[src/rtl/mac_array_pkg.sv]
package mac_array_pkg;

   // Operand widths the array is built and checked for
   localparam int unsigned MIN_WIDTH = 2;
   localparam int unsigned MAX_WIDTH = 16;

   // The result of an N x N multiply plus an N-bit addend needs 2N bits
   function automatic int unsigned result_width(input int unsigned n);
      return 2 * n;
   endfunction

endpackage

[src/rtl/mac_fa.sv]
module mac_fa (
   input  logic a,
   input  logic b,
   input  logic ci,
   output logic s,
   output logic co
);

   always_comb begin
      s  = a ^ b ^ ci;
      co = (a & b) | (ci & (a ^ b));
   end

endmodule

[src/rtl/mac_pp_plane.sv]
module mac_pp_plane #(
   parameter int unsigned N = 4
) (
   input  logic [N-1:0] x,
   input  logic [N-1:0] y,
   output logic [N-1:0] pp [N]
);

   // Row r carries x gated by y[r]; the shift by r comes from the row's
   // position in the adder array
   for (genvar r = 0; r < N; r++) begin : g_row
      for (genvar c = 0; c < N; c++) begin : g_col
         assign pp[r][c] = x[c] & y[r];
      end
   end

endmodule

[src/rtl/mac_fa_row.sv]
module mac_fa_row #(
   parameter int unsigned N = 4
) (
   input  logic [N-1:0] a,
   input  logic [N-1:0] b,
   input  logic         ci,
   output logic [N-1:0] s,
   output logic         co
);

   logic [N:0] carry;

   assign carry[0] = ci;

   for (genvar c = 0; c < N; c++) begin : g_cell
      mac_fa u_fa (
         .a  (a[c]),
         .b  (b[c]),
         .ci (carry[c]),
         .s  (s[c]),
         .co (carry[c+1])
      );
   end

   assign co = carry[N];

endmodule

[src/rtl/mac_array_unsigned.sv]
module mac_array_unsigned
   import mac_array_pkg::*;
#(
   parameter int unsigned N = 4
) (
   input  logic [N-1:0]                 x,
   input  logic [N-1:0]                 y,
   input  logic [N-1:0]                 k,
   output logic [result_width(N)-1:0]   p
);

   localparam int unsigned PW = result_width(N);
   // Largest result: (2^N-1)^2 + (2^N-1) = 2^2N - 2^N (ones over zeros)
   localparam logic [PW-1:0] MAX_P = {{N{1'b1}}, {N{1'b0}}};

   if (N < MIN_WIDTH || N > MAX_WIDTH) begin : g_bad_width
      $error("mac_array_unsigned: N=%0d outside %0d..%0d", N, MIN_WIDTH, MAX_WIDTH);
   end

   logic [N-1:0] pp [N];
   // acc[r] holds the upper N bits of the running sum entering row r
   logic [N-1:0] acc [N+1];
   logic [N-1:0] row_sum [N];
   logic [N-1:0] row_co;
   logic [N-1:0] low_bits;

   mac_pp_plane #(.N(N)) u_pp (
      .x  (x),
      .y  (y),
      .pp (pp)
   );

   // The addend enters as the starting running value of the first row
   assign acc[0] = k;

   for (genvar r = 0; r < N; r++) begin : g_rows
      mac_fa_row #(.N(N)) u_row (
         .a  (pp[r]),
         .b  (acc[r]),
         .ci (1'b0),
         .s  (row_sum[r]),
         .co (row_co[r])
      );
      // The lowest sum bit is final; the rest shift down for the next row
      assign low_bits[r] = row_sum[r][0];
      if (N > 1) begin : g_shift
         assign acc[r+1] = {row_co[r], row_sum[r][N-1:1]};
      end else begin : g_single
         assign acc[r+1] = row_co[r];
      end
   end

   assign p = {acc[N], low_bits};

   // Checks beside the array
   always_comb begin
      if (x == '0 || y == '0) begin
         AST_ZERO_FACTOR: assert (p == PW'(k)) else $error("zero factor: p=%0d k=%0d", p, k);
      end
      if (y == N'(1)) begin
         AST_UNIT_FACTOR: assert (p == PW'(x) + PW'(k)) else $error("unit factor: p=%0d", p);
      end
      AST_LSB_PARITY: assert (p[0] == ((x[0] & y[0]) ^ k[0])) else $error("lsb mismatch");
      AST_NO_OVERFLOW: assert (p <= MAX_P) else $error("result above max: %0d", p);
   end

endmodule

[config.mk]
export PLATFORM = sky130hd
export DESIGN_NAME = mac_array_unsigned
export DESIGN_NICKNAME = d
export VERILOG_FILES = /design/src/rtl/mac_array_pkg.sv /design/src/rtl/mac_fa.sv /design/src/rtl/mac_pp_plane.sv /design/src/rtl/mac_fa_row.sv /design/src/rtl/mac_array_unsigned.sv
export SDC_FILE = /design/constraint.sdc
export NUM_CORES = 1
export LEC_CHECK = 0
export BUFFER_PORTS_ARGS = -buffer_cell sky130_fd_sc_hd__buf_4
export CAP_MARGIN = 15
export CORE_AREA = 2 2 39 41
export DETAILED_ROUTE_END_ITERATION = 7
export DIE_AREA = 0 0 41 43
export PLACE_DENSITY_LB_ADDON = 0.25
export REMOVE_ABC_BUFFERS = 1
export SLEW_MARGIN = 25
export SYNTH_ARGS = -nofsm -noshare
export SYNTH_HDL_FRONTEND = slang
export SYNTH_HIERARCHICAL = 1
export SYNTH_SLANG_ARGS = --single-unit
[constraint.sdc]
create_clock -name vclk -period 15.4
set_input_delay 2.31 -clock vclk [all_inputs]
set_output_delay 2.31 -clock vclk [all_outputs]
set_load 0.03 [all_outputs]
**Yosys cells after proc, flatten, opt, wreduce, memory -nomap -nowiden**

Cells that the tools add are included.

- Bits of input ports: 12
- Output and inout bits: 8
- Bits in registers: 0
- Word-level logic and storage cells: 84

- Bitwise gates (word level): 84

Operators by type and width:

| cell | number |
|---|---|
| AND 1 bit | 44 |
| bitwise XOR 1 bit | 28 |
| OR 1 bit | 12 |

**Logic depth before layout (Yosys ltp)**

- Word-level depth: 20
- Gate-level depth with buffers: 12
- Gate-level depth less buffers: 11

**Cells and area by module**

Netlist, hierarchy kept.

Modules (own cells, without submodules):

| module | area each (µm²) | cells an instance | instances | seq. area each (µm²) |
|---|---|---|---|---|
| mac_fa | 20.0 | 1 | 16 | 0.0 |
| mac_pp_plane | 100.1 | 16 | 1 | 0.0 |
| mac_array_unsigned | 11.3 | 2 | 1 | 0.0 |

**Worst setup path before layout**

OpenSTA, ideal clock, no wires.

- Path kind: input-to-output
- Start: input x[0]
- End: output p[6]
- Required time: 13.090 ns
- Slack: 6.164 ns
- Buffers on the path: 0
- Stages on the path: 11
- Arrival time: 6.926 ns
- Path through: and2_1 fa_1 fa_1 fa_1 fa_1 fa_1 fa_1 fa_1 fa_1 fa_1 fa_1

RTL lines:

| what | RTL line | source |
|---|---|---|
| from (decl) | mac_array_unsigned.sv:6 | `input logic [N-1:0] x,` |
| to (decl) | mac_array_unsigned.sv:9 | `output logic [result_width(N)-1:0] p` |

==> results.md <==
* Initial DRT Pass Iterations at 1
* Drt total wl at 603 microns
* Critical Path RT at 13.09 ns
* Slew Limit Fails at 0
* Yosys top cell by area: fa_1
* Port bufs at 20
* First-pass GRT wire length at approximately 1100 microns
* Core ar. at 1380 sq um
* Pwr/cell area at 129 nW/um^2
* Pin count of the biggest net entering global routing at 5
* Design area at 606 sq um
* Pre-CTS WS at 5.95 ns
* Starting density of the core at 31.2%
* Cell area after synthesis at 432 sq um
* Cells after synthesis at 34
* Via-to-Cell Ratio at between 4 and 5
* Fin Setup TNS at 0 ns
* Clk_buf instances at 0
* VDD IR max at 81.8 uV
* Iter 0 DRT Violations at 0
* Die Wd at 41 microns
* Placed Area at 606 sq um
* Hold-fix buffers, CTS at 0
* Worst setup EP type: output pin
* Residual DRC count at 0
* Final antenna-violating net count at 0
* Slowest cell delay on critical path at 0.50 ns
* Unrepaired setup endpoints after global routing: no
* Final nets at 86
* Buffers and inverters on the worst path at 2
* Routability cong. at roughly 0.62
* Top Family by Delay on Critical Path: adder cells
* Sequential cell area at 0 sq um
* Crit share post-route at 61.1%
* Syn_area_per_cell at 12.7 sq um
* GRT overflow at 0
* Initial antenna violation count at 0
* Gr usage total at 8.58%
* Final Setup Violations at 0
* Die ar. at 1760 sq um
* Critical path arrival at 7.10 ns
* CP Cell Sequence: buf_4, and2_1, fa_1, fa_1, fa_1, fa_1, fa_1, fa_1, fa_1, fa_1, fa_1, fa_1, buf_4
* Number of top-level pins at 20
* Max FO, Critical Path at 4
* Post_cts resized at 0
* Top-area cell type share of the netlist area at 74.2%
* # rows at 14
* Number of global-route vias before repair at 303
* Seq_cells at 0
* Share of layout cells above drive strength 1 at 35.7%
* Fmax at 0.106 GHz
* Startpoint types: input port
* Synth unique cells at 4
* Via Count at about 300
* Final WS setup at 5.99 ns
* Hpwl dp at 641 microns
* Antenna cells at 0
* Critical Path Most Common Cell: fa_1
* MaxCap Viol Count at 0
* Largest cells by area after synthesis: fa_1, and2_1, buf_4
* Final hold violations at 0
* Synth top cells by count: and2_1, fa_1, buf_4, conb_1
* Area growth syn-to-layout at 40.3%
* Synth Warn # at 6
* Drt wl/cell at around 8.4 microns
* P_leak at 0.288 nW
* Critical Path Slowest Stage Cell: fa_1
* Critical path class: in2out
* Status: complete, no violations
* Tmin final at ~9.4 ns
* Setup repair bufs after CTS at 0
* Seq/Total Area, Yosys at 0%
* Die H at 43 microns
* Hold Path Class: in2out
[cell families after synthesis]
| family | count (synthesis) | synth area share (%) |
|---|---|---|
| adders and majority gates | 16 | 74.2 |
| buffers and inverters | 1 | 1.74 |
| other | 1 | 0.869 |
| and+or+nand+nor | 16 | 23.2 |
[tightest hold or removal path: stages]
cell and delay (ns):
buf_4 0.08, fa_1 0.14, buf_4 0.15
[final cells by class]
cell class,count,area (sq um)
multi-input cells,36,435
fillers,151,778
well taps,16,20.0
repair buffers,20,150
[power by group]
part           internal [W]  leakage (nW)  switching (W)  total [W]
clock                     0             0              0          0
sequential                0             0              0          0
combinational     0.0000320         0.288      0.0000459  0.0000779
[worst paths after layout]
kind	start	endpoint	slack, ns	cells after the start
worst min-delay path	k[0]	p[0]	5.00	3
worst max-delay path	x[0]	p[6]	5.99	13
[placed cells by master (no fill, tap or decap)]
| cell type | count |
|---|---|
| and2_1 | 16 |
| buf_4 | 20 |
| fa_1 | 16 |
| conb_1 | 4 |
[through the flow]
step	util, %	power (W)	hold slack (ns)	instances
floorplan	-	0.0000614	4.94	36
global placement	43.8	0.0000792	5.00	72
detailed placement	43.8	0.0000800	5.00	72
CTS	43.8	0.0000803	5.00	72
global route	43.8	0.0000847	5.05	72
finish	43.8	0.0000779	5.00	72
[metal layers]
metal | track usage (%) | wire length [microns] | vias to the layer above
met5 | 0 | 0 | -
met2 | 15.3 | 341 | 11
met4 | 0 | 0 | 0
li1 | - | - | 140
met3 | 0 | 48 | 0
met1 | 11.9 | 213 | 155
No activity file was read; power rests on OpenSTA's default activity.
